### src/rtl/hash_ctx_pkg.sv
package hash_ctx_pkg;
  localparam int ALG_W      = 3;
  localparam int ALG_LSB    = 16;
  localparam int HMAC_BIT   = 22;
  localparam int ENDIAN_W   = 6;
  localparam int ENDIAN_LSB = 26;
  localparam logic [ENDIAN_W-1:0] ENDIAN_RST = 6'h2A;

  typedef enum logic [ALG_W-1:0] {
    ALG_SHA256 = 3'd0,
    ALG_SHA224 = 3'd1,
    ALG_SHA384 = 3'd2,
    ALG_SHA512 = 3'd3,
    ALG_SM3    = 3'd4
  } hash_alg_e;
endpackage

### src/rtl/hash_ctx_mode_reg.sv
module hash_ctx_mode_reg
  import hash_ctx_pkg::*;
#(
  parameter int DATA_W      = 32,
  parameter int SHORT_WORDS = 8,
  parameter int LONG_WORDS  = 16,
  localparam int CNT_W      = $clog2(LONG_WORDS + 1)
) (
  input  logic                clk_i,
  input  logic                rst_ni,
  input  logic                wr_i,
  input  logic [DATA_W-1:0]   wdata_i,
  output logic [DATA_W-1:0]   mode_o,
  output logic [ALG_W-1:0]    alg_o,
  output logic                hmac_en_o,
  output logic [ENDIAN_W-1:0] endian_o,
  output logic [CNT_W-1:0]    word_cnt_o
);
  logic [ALG_W-1:0]    alg_q;
  logic                hmac_q;
  logic [ENDIAN_W-1:0] endian_q;

  always_ff @(posedge clk_i or negedge rst_ni) begin
    if (!rst_ni) begin
      alg_q    <= '0;
      hmac_q   <= 1'b0;
      endian_q <= ENDIAN_RST;
    end else if (wr_i) begin
      alg_q    <= wdata_i[ALG_LSB +: ALG_W];
      hmac_q   <= wdata_i[HMAC_BIT];
      endian_q <= wdata_i[ENDIAN_LSB +: ENDIAN_W];
    end
  end

  always_comb begin
    mode_o = '0;
    mode_o[ALG_LSB +: ALG_W]       = alg_q;
    mode_o[HMAC_BIT]               = hmac_q;
    mode_o[ENDIAN_LSB +: ENDIAN_W] = endian_q;
  end

  // unsupported codes stay stored but expose no state words
  always_comb begin
    case (alg_q)
      ALG_SHA256, ALG_SHA224, ALG_SM3: word_cnt_o = CNT_W'(SHORT_WORDS);
      ALG_SHA384, ALG_SHA512:          word_cnt_o = CNT_W'(LONG_WORDS);
      default:                         word_cnt_o = '0;
    endcase
  end

  assign alg_o     = alg_q;
  assign hmac_en_o = hmac_q;
  assign endian_o  = endian_q;

  assert_mode_capture_R2: assert property (@(posedge clk_i) disable iff (!rst_ni)
    wr_i |=> (alg_o == $past(wdata_i[ALG_LSB +: ALG_W])) && (hmac_en_o == $past(wdata_i[HMAC_BIT])));
endmodule

### src/rtl/hash_ctx_chain_store.sv
module hash_ctx_chain_store #(
  parameter int DATA_W   = 32,
  parameter int WORDS    = 16,
  localparam int IDX_W   = $clog2(WORDS),
  localparam int CNT_W   = $clog2(WORDS + 1)
) (
  input  logic                    clk_i,
  input  logic                    rst_ni,
  input  logic                    clr_i,
  input  logic                    step_i,
  input  logic                    wr_i,
  input  logic [DATA_W-1:0]       wdata_i,
  input  logic [CNT_W-1:0]        cnt_i,
  input  logic                    eng_we_i,
  input  logic [IDX_W-1:0]        eng_idx_i,
  input  logic [DATA_W-1:0]       eng_data_i,
  output logic [DATA_W-1:0]       rd_o,
  output logic [IDX_W-1:0]        idx_o,
  output logic [WORDS*DATA_W-1:0] chain_o
);
  logic [IDX_W-1:0]  idx_q;
  logic [DATA_W-1:0] word_q [WORDS];
  logic              at_last;

  assign at_last = (CNT_W'(idx_q) + CNT_W'(1)) >= cnt_i;

  always_ff @(posedge clk_i or negedge rst_ni) begin
    if (!rst_ni)      idx_q <= '0;
    else if (clr_i)   idx_q <= '0;
    else if (step_i)  idx_q <= at_last ? '0 : idx_q + IDX_W'(1);
  end

  for (genvar g = 0; g < WORDS; g++) begin : g_word
    logic sel_eng, sel_bus;
    assign sel_eng = eng_we_i && (eng_idx_i == IDX_W'(g));
    assign sel_bus = wr_i && step_i && (idx_q == IDX_W'(g));
    // engine load wins a same-cycle clash
    always_ff @(posedge clk_i or negedge rst_ni) begin
      if (!rst_ni)      word_q[g] <= '0;
      else if (sel_eng) word_q[g] <= eng_data_i;
      else if (sel_bus) word_q[g] <= wdata_i;
    end
    assign chain_o[g*DATA_W +: DATA_W] = word_q[g];
  end

  assign rd_o  = word_q[idx_q];
  assign idx_o = idx_q;

  assert_idx_range_R4: assert property (@(posedge clk_i) disable iff (!rst_ni)
    (idx_q == '0) || (CNT_W'(idx_q) < cnt_i));
  assert_idx_clear_R6: assert property (@(posedge clk_i) disable iff (!rst_ni)
    clr_i |=> (idx_q == '0));
  assert_idx_hold_R7: assert property (@(posedge clk_i) disable iff (!rst_ni)
    (!clr_i && !step_i) |=> $stable(idx_q));
endmodule

### src/rtl/hash_ctx_len_reg.sv
module hash_ctx_len_reg #(
  parameter int DATA_W = 32
) (
  input  logic                clk_i,
  input  logic                rst_ni,
  input  logic                wr_lo_i,
  input  logic                wr_hi_i,
  input  logic [DATA_W-1:0]   wdata_i,
  output logic [2*DATA_W-1:0] len_o
);
  logic [1:0] wr_v;
  assign wr_v = {wr_hi_i, wr_lo_i};

  for (genvar h = 0; h < 2; h++) begin : g_half
    logic [DATA_W-1:0] half_q;
    always_ff @(posedge clk_i or negedge rst_ni) begin
      if (!rst_ni)      half_q <= '0;
      else if (wr_v[h]) half_q <= wdata_i;
    end
    assign len_o[h*DATA_W +: DATA_W] = half_q;
  end

  assert_len_lo_R8: assert property (@(posedge clk_i) disable iff (!rst_ni)
    wr_lo_i |=> (len_o[DATA_W-1:0] == $past(wdata_i)));
  assert_len_hold_R8: assert property (@(posedge clk_i) disable iff (!rst_ni)
    (!wr_lo_i && !wr_hi_i) |=> $stable(len_o));
endmodule

### src/rtl/hash_ctx_port.sv
module hash_ctx_port
  import hash_ctx_pkg::*;
#(
  parameter int DATA_W         = 32,
  parameter int ADDR_W         = 12,
  parameter int SHORT_WORDS    = 8,
  parameter int LONG_WORDS     = 16,
  parameter logic [11:0] OFF_MODE   = 12'h000,
  parameter logic [11:0] OFF_CHAIN  = 12'h004,
  parameter logic [11:0] OFF_STATUS = 12'h058,
  parameter logic [11:0] OFF_LEN_LO = 12'h060,
  parameter logic [11:0] OFF_LEN_HI = 12'h064,
  localparam int IDX_W = $clog2(LONG_WORDS),
  localparam int CNT_W = $clog2(LONG_WORDS + 1)
) (
  input  logic                         clk_i,
  input  logic                         rst_ni,
  input  logic                         req_i,
  input  logic                         we_i,
  input  logic [ADDR_W-1:0]            addr_i,
  input  logic [DATA_W-1:0]            wdata_i,
  output logic [DATA_W-1:0]            rdata_o,
  input  logic                         busy_i,
  input  logic                         eng_we_i,
  input  logic [IDX_W-1:0]             eng_idx_i,
  input  logic [DATA_W-1:0]            eng_data_i,
  output logic [ALG_W-1:0]             alg_o,
  output logic                         hmac_en_o,
  output logic [ENDIAN_W-1:0]          endian_o,
  output logic [CNT_W-1:0]             word_cnt_o,
  output logic [LONG_WORDS*DATA_W-1:0] chain_o,
  output logic [2*DATA_W-1:0]          msg_len_o
);
  logic hit_mode, hit_chain, hit_status, hit_lo, hit_hi;
  logic wr_ok, chain_step;
  logic [DATA_W-1:0] mode_rd, chain_rd;
  logic [IDX_W-1:0]  idx;

  assign hit_mode   = addr_i == ADDR_W'(OFF_MODE);
  assign hit_chain  = addr_i == ADDR_W'(OFF_CHAIN);
  assign hit_status = addr_i == ADDR_W'(OFF_STATUS);
  assign hit_lo     = addr_i == ADDR_W'(OFF_LEN_LO);
  assign hit_hi     = addr_i == ADDR_W'(OFF_LEN_HI);

  assign wr_ok      = req_i && we_i && !busy_i;
  assign chain_step = req_i && hit_chain && !busy_i && (word_cnt_o != '0);

  hash_ctx_mode_reg #(
    .DATA_W(DATA_W), .SHORT_WORDS(SHORT_WORDS), .LONG_WORDS(LONG_WORDS)
  ) u_mode (
    .clk_i, .rst_ni,
    .wr_i      (wr_ok && hit_mode),
    .wdata_i,
    .mode_o    (mode_rd),
    .alg_o, .hmac_en_o, .endian_o, .word_cnt_o
  );

  hash_ctx_chain_store #(.DATA_W(DATA_W), .WORDS(LONG_WORDS)) u_chain (
    .clk_i, .rst_ni,
    .clr_i     (wr_ok && hit_mode),
    .step_i    (chain_step),
    .wr_i      (we_i),
    .wdata_i,
    .cnt_i     (word_cnt_o),
    .eng_we_i, .eng_idx_i, .eng_data_i,
    .rd_o      (chain_rd),
    .idx_o     (idx),
    .chain_o
  );

  hash_ctx_len_reg #(.DATA_W(DATA_W)) u_len (
    .clk_i, .rst_ni,
    .wr_lo_i   (wr_ok && hit_lo),
    .wr_hi_i   (wr_ok && hit_hi),
    .wdata_i,
    .len_o     (msg_len_o)
  );

  always_comb begin
    rdata_o = '0;
    if (req_i && !we_i) begin
      if (hit_status)      rdata_o[0] = busy_i;
      else if (!busy_i) begin
        if (hit_mode)       rdata_o = mode_rd;
        else if (hit_chain) rdata_o = (word_cnt_o != '0) ? chain_rd : '0;
        else if (hit_lo)    rdata_o = msg_len_o[DATA_W-1:0];
        else if (hit_hi)    rdata_o = msg_len_o[2*DATA_W-1:DATA_W];
      end
    end
  end

  assert_cnt_legal_R3: assert property (@(posedge clk_i) disable iff (!rst_ni)
    (word_cnt_o == '0) || (word_cnt_o == CNT_W'(SHORT_WORDS)) || (word_cnt_o == CNT_W'(LONG_WORDS)));
  assert_busy_hold_R7: assert property (@(posedge clk_i) disable iff (!rst_ni)
    busy_i |=> ($stable(msg_len_o) && $stable(alg_o) && $stable(endian_o) && $stable(idx)));
  assert_status_bit_R7: assert property (@(posedge clk_i) disable iff (!rst_ni)
    (req_i && !we_i && hit_status) |-> (rdata_o == DATA_W'(busy_i)));
  assert_zero_cnt_R3: assert property (@(posedge clk_i) disable iff (!rst_ni)
    (word_cnt_o == '0) |-> (idx == '0));
endmodule

### config.mk
export PLATFORM = sky130hd
export DESIGN_NAME = hash_ctx_port
export DESIGN_NICKNAME = d
export VERILOG_FILES = /design/src/rtl/hash_ctx_pkg.sv /design/src/rtl/hash_ctx_mode_reg.sv /design/src/rtl/hash_ctx_chain_store.sv /design/src/rtl/hash_ctx_len_reg.sv /design/src/rtl/hash_ctx_port.sv
export SDC_FILE = /design/constraint.sdc
export NUM_CORES = 1
export LEC_CHECK = 0
export BUFFER_PORTS_ARGS = -buffer_cell sky130_fd_sc_hd__buf_2
export CAP_MARGIN = 20
export CELL_PAD_IN_SITES_DETAIL_PLACEMENT = 0
export CELL_PAD_IN_SITES_GLOBAL_PLACEMENT = 2
export CORE_ASPECT_RATIO = 1.25
export CORE_MARGIN = 4
export CORE_UTILIZATION = 35
export CTS_CLUSTER_DIAMETER = 150
export DETAILED_ROUTE_END_ITERATION = 8
export PLACE_DENSITY = 0.89
export REMOVE_ABC_BUFFERS = 1
export SETUP_SLACK_MARGIN = 0.4
export SLEW_MARGIN = 20
export SYNTH_ARGS = -nofsm -noshare
export SYNTH_HDL_FRONTEND = slang
export SYNTH_SLANG_ARGS = --single-unit
### constraint.sdc
create_clock -name clk_i -period 4.6 [get_ports clk_i]
set_input_delay 0.23 -clock clk_i [delete_from_list [all_inputs] [get_ports clk_i]]
set_output_delay 0.23 -clock clk_i [all_outputs]
set_load 0.01 [all_outputs]
==> results.yml, run 1 <==
placed_design:
  dp.cells: 5120
  port_buffers: 705
  place_congestion: 0.853
  place_area_um2: 35800
  dpl.hpwl_um: 107000
sta:
  period_minus_slack_ps: 3970
  tightest_slew_ps: 1090
  slew_violations: 0
  finalSetupViolCount: 0
  period_share_pct: 86.2
  setup_tns_ps: 0
  max_clock_freq_mhz: 252
  fin_skew_ps: 25.5
  grt_setup_unrepaired: "no"
  hold_viol_final: 0
  slew_headroom_pct: 27.5
global_routing:
  grt_first_pass_wirelength_um: 233000
  antenna_found_initial: 7
  grt_max_degree: 111
  overflow: 0
  grt_pass1_vias: 30200
  grt_usage_pct: 33.2
setup_path:
  arrival_ps: 3740
  critPathKind: "flip-flop to output port"
  path_common_cell: "buf_4"
  worst-path-max-fanout: 31
  crit_chain: "buf_4 -> buf_4 -> mux4_2 -> a22o_1 -> nor2_1 -> o22ai_1 -> buf_2"
  crit_required_ps: 4370
  cp-end-kind: "output port"
  path_buf_inv: 3
  cp_slowest_cell: "dfrtp_4"
  startpoint_type: "flip-flop"
  critPathMaxStageDelay_ps: 940
  path_delay_family: "buffers and inverters"
logic_synthesis:
  syn_area_per_cell_um2: 8.92
  ys_ff_latch: 590
  ys_seq_area_share_pct: 46.3
  synth-main-ff-cell: "dfrtp_1"
  synthArstFlopShare_pct: 100
  yosysTopAreaCell: "dfrtp_1"
  ys_warn_count: 0
  synth_cell_types: 50
  synth_area_um2: 31900
  netlist_top_cells_area: "dfrtp_1 (46%), nand2_1 (12%), a31oi_1 (10%)"
  synth_edf_count: 0
  synth_cells: 3576
  synth_top_area_share_pct: 46.0
final_layout:
  mostFrequentLayoutCell: "nand2_1"
  layout.nets: 4112
  final_cell_count_no_fill: 5258
  drive_gt1_share_pct: 28.1
  layout_common_cells: "nand2_1 (1031), buf_2 (704), dfrtp_1 (585)"
  syn_to_final_growth_pct: 19.6
  design_area_um2: 38100
floorplan:
  die_h_um: 346
  rows: 123
  die_area_um2: 96100
  ioPinCount: 709
  start_util_pct: 35.4
  core_um2: 90200
  die_width_um: 278
min_path:
  hold_path.class: "input port to flip-flop"
routing:
  drt_pass1_iterations: 8
  wire_per_inst_um: 31.5
  ant_nets: 0
  vias_per_cell: 6.00
  dr_total_vias: 31600
  wl_um: 165000
  first_iter_violations: 3826
  remaining_drc_errors: 0
outcome:
  outcome: "finished, final reports clean"
clock_network:
  cts_tree: "built"
  cts_resized: 0
  htree_levels: 3
  clkLatencyLatePin_ps: 640
  cts_root_buf: "clkbuf_16"
  clkTransAtPathRegs_ps: 60
  cts_sinks: 590
  cts_buffer_depth: 3
  numCtsBuffers: 68
pwr:
  cellPowerDensity_nw_per_um2: 452
  leakage_uw: 0.0177
  ir_worst_vdd_v: 0.000270
flow_run:
  maxCapViolCount: 0
[worst register-to-register path, delay by kind of cell, from the launching register on]
family	cells	cell delay, ps
compound gates	1	180
fa+ha+maj	1	450
buf+inv	3	1220
flops	1	760
simple gates	2	890
[worst paths after layout]
kind	from	endpoint	depth (start not counted)	slack, ps
min	eng_data_i[10]	u_chain.chain_o[106]$_DFFE_PN0P_	3	40
max reg2reg	u_chain.idx_o[0]$_DFFE_PN0P_	u_chain.chain_o[396]$_DFFE_PN0P_	7	1050
min reg2reg	u_len.g_half[0].half_q[1]$_DFFE_PN0P_	u_len.g_half[0].half_q[1]$_DFFE_PN0P_	1	530
max	u_chain.idx_o[0]$_DFFE_PN0P_	rdata_o[20]	7	630
max in group asynchronous	rst_ni	u_chain.chain_o[256]$_DFFE_PN0P_	3	3060
min in group asynchronous	rst_ni	u_chain.chain_o[8]$_DFFE_PN0P_	2	270
[synthesized netlist by cell type (2+ instances only)]
| library cell | count |
|---|---|
| a22o_1 | 42 |
| o22ai_1 | 21 |
| dfstp_2 | 3 |
| ha_1 | 7 |
| nand3_1 | 9 |
| mux4_2 | 128 |
| nor4b_1 | 2 |
| o21ai_0 | 3 |
| mux2_2 | 75 |
| nand2b_1 | 3 |
| nand4_4 | 7 |
| buf_4 | 15 |
| mux2i_1 | 21 |
| nor3_1 | 3 |
| clkbuf_1 | 217 |
| a21oi_1 | 26 |
| and4b_1 | 2 |
| dfrtp_1 | 587 |
| nand4_1 | 13 |
| a2bb2oi_1 | 10 |
| a22oi_1 | 20 |
| o221a_2 | 10 |
| inv_1 | 5 |
| or2_2 | 2 |
| nor2_1 | 551 |
| and4_1 | 17 |
| nand2_1 | 1044 |
| a31oi_1 | 513 |
| nor2b_1 | 6 |
| buf_1 | 38 |
| o31ai_1 | 2 |
| xor2_1 | 2 |
| buf_6 | 53 |
| buf_2 | 96 |
| and3_1 | 8 |
[timing repair]
item                                   in CTS  in global routing
hold buffers                               15                  0
buffers inserted                            0                  0
endpoints found under the hold margin     166                  0
[report_power, final]
group / internal [uW] / switching, uW / total, uW / leakage, uW
Sequential: 6270 / 1360 / 7640 / 0.00690
Clock: 3240 / 2370 / 5610 / 0.00108
Combinational: 1760 / 2260 / 4010 / 0.00970
[registers in the layout (all words and copies together), names as in the netlist]
name                 cells
u_chain.chain_o        512
u_chain.idx_o            4
u_len.g_half.half_q     64
u_mode.alg_o             3
u_mode.endian_o          6
u_mode.hmac_en_o         1
[cells by family (layout without fill, tap and decap cells)]
logic type                 count (synthesis)  count (layout)  synth area share [%]
AOI/OAI and AO/OA                        649             649                  13.3
xor gates and xnor gates                   2               2                0.0549
adders and majority gates                  7               7                 0.274
buffers and inverters                    425             914                  6.83
DFF                                      590             590                  46.3
muxes                                    224             224                  12.3
other                                      1               7                0.0118
and+or+nand+nor                         1678            1678                  20.9
[area by class of cell]
class                      instances  area (um2)
antenna                            4        10.0
tap                             1187        1490
timing repair buffer             791        4480
clock inverter                    16         213
sequential                       590       14800
inverter                           5        18.8
multi-input combinational       2563       15200
clock buffer                     102        2000
fill                            9016       52000
[per-layer routing]
| layer | vias to the layer above | global-route usage [%] | routed length [um] | part of all wire (%) |
|---|---|---|---|---|
| met5 | - | 0 | 0 | 0 |
| met4 | 0 | 15.2 | 8690 | 5.3 |
| met3 | 458 | 7.22 | 16600 | 10 |
| met2 | 2134 | 52.6 | 75600 | 46 |
| met1 | 15700 | 43.6 | 64500 | 39 |
| li1 | 13200 | - | - | - |
[stage by stage]
stage	setup WS, ps	hold slack, ps	utilization, %	power, uW
6_report	634	41.5	42.3	17300
5_1_grt	403	32.0	42.3	17900
4_1_cts	542	0.0503	42.3	17300
3_5_place_dp	828	352	39.6	11700
3_3_place_gp	833	353	39.6	11600
2_1_floorplan	-2350	-65.6	-	9080
(Power assumes the default switching activity.)
==> inputs of run 2 (changes only) <==
RECOVER_POWER = 25   (was unset)
==> results.yml, run 2 (synthesized netlist as in run 1, its figures left out) <==
clock_network:
  cts_resized: 0
  clkTransAtPathRegs_ps: 60
  numCtsBuffers: 68
  cts_sinks: 590
  cts_root_buf: "clkbuf_16"
  htree_levels: 3
  clkLatencyLatePin_ps: 640
  cts_tree: "built"
  cts_buffer_depth: 3
  postCtsHoldBufs: 15
  cts_setup_buffers: 0
sta:
  grt_setup_unrepaired: "no"
  slew_headroom_pct: -88.3
  max_clock_freq_mhz: 252
  finalSetupViolCount: 0
  fin_ws_ps: 630
  fin_skew_ps: 25.5
  period_share_pct: 86.3
  period_minus_slack_ps: 3970
  hold_viol_final: 0
  tightest_slew_ps: 2820
  slew_violations: 88
min_path:
  hold_path.class: "input port to flip-flop"
outcome:
  outcome: "complete, but fails checks"
  violations: "capacitance limit, slew limit"
global_routing:
  overflow: 0
  grt_first_pass_wirelength_um: 233000
  antenna_found_initial: 7
  grt_max_degree: 111
  grt_usage_pct: 33.2
  grt_pass1_vias: 30200
floorplan:
  core_um2: 90200
  die_area_um2: 96100
  die_h_um: 346
  start_util_pct: 35.4
  ioPinCount: 709
  die_width_um: 278
  rows: 123
setup_path:
  cp-end-kind: "output port"
  startpoint_type: "flip-flop"
  worst-path-max-fanout: 31
  critPathKind: "flip-flop to output port"
  crit_required_ps: 4370
  arrival_ps: 3740
routing:
  drt_pass1_iterations: 6
  ant_nets: 0
  wire_per_inst_um: 31.4
  vias_per_cell: 6.01
  wl_um: 165000
  dr_total_vias: 31600
  first_iter_violations: 3657
  remaining_drc_errors: 0
placed_design:
  place_worst_setup_slack_ps: 828
  dpl.hpwl_um: 107000
  place_congestion: 0.853
  port_buffers: 705
flow_run:
  maxCapViolCount: 1
final_layout:
  layout_common_cells: "nand2_1 (1031), dfrtp_1 (585), nor2_1 (549)"
  drive_gt1_share_pct: 23.4
  syn_to_final_growth_pct: 18.8
  layout.nets: 4112
  largest_reg_flops: 512
  mostFrequentLayoutCell: "nand2_1"
  fillerInstances: 9112
pwr:
  finalPower_uw: 17200
  ir_worst_vdd_v: 0.000270
  leakage_uw: 0.0171
  cellPowerDensity_nw_per_um2: 453
-- run 2: changes by cell type in the layout (fill, tap and decap cells not counted), sizes merged --
| cell | delta |
|---|---|
| buf | -192 |
| clkbuf | +192 |
-- run 2: final cells by class --
| type | count | area [um2] | share of cell area [%] |
|---|---|---|---|
| Antenna cell | 4 | 10.0 | 0.0264 |
| Clock buffer | 102 | 2000 | 5.28 |
| Clock inverter | 16 | 213 | 0.561 |
| Inverter | 5 | 18.8 | 0.0495 |
| Multi-Input combinational cell | 2563 | 15200 | 40.0 |
| Sequential cell | 590 | 14800 | 39.0 |
| Tap cell | 1187 | 1490 | 3.92 |
| Timing Repair Buffer | 791 | 4240 | 11.2 |
-- run 2: per-stage QoR --
stage	area, um2	std cells	TNS [ps]	hold WS (ps)	util (%)
finish	37900	5258	0	39.9	42.0
global route	37900	5257	0	32.0	42.0
CTS	38100	5253	0	0.0503	42.3
detailed placement	35800	5120	0	352	39.6
global placement	35700	5120	0	353	39.6
floorplan	29800	3158	-1210160	-65.6	-
-- run 2: critical path: stages (launching register included) --
cell     delay (ps)
dfrtp_4         940
buf_4           520
buf_4           400
mux4_2          540
a22o_1          260
nor2_1          140
o22ai_1         110
buf_2           170
-- run 2: final timing paths --
path / start / to / slack [ps] / depth (start not counted)
hold reg to reg: u_len.g_half[0].half_q[1]$_DFFE_PN0P_ / u_len.g_half[0].half_q[1]$_DFFE_PN0P_ / 530 / 1
hold / removal: eng_data_i[10] / u_chain.chain_o[106]$_DFFE_PN0P_ / 40 / 3
min in group asynchronous: rst_ni / u_chain.chain_o[8]$_DFFE_PN0P_ / 1040 / 2
setup / recovery: u_chain.idx_o[0]$_DFFE_PN0P_ / rdata_o[20] / 630 / 7
setup reg to reg: u_chain.idx_o[0]$_DFFE_PN0P_ / u_chain.chain_o[396]$_DFFE_PN0P_ / 1060 / 7
max in group asynchronous: rst_ni / u_chain.chain_o[475]$_DFFE_PN0P_ / 1620 / 3
-- run 2: power by group --
part           total (uW)  switching (uW)  internal, uW
sequential           7640            1370          6270
combinational        3940            2260          1680
clock                5600            2370          3240
total               17200            5990         11200
-- run 2: per-layer routing --
metal / global-route usage [%] / part of all wire (%) / vias up
met5: 0 / 0 / -
met4: 15.2 / 5.2 / 0
met3: 7.22 / 9.8 / 456
met2: 52.6 / 46 / 2068
met1: 43.6 / 39 / 15800
li1: - / - / 13200
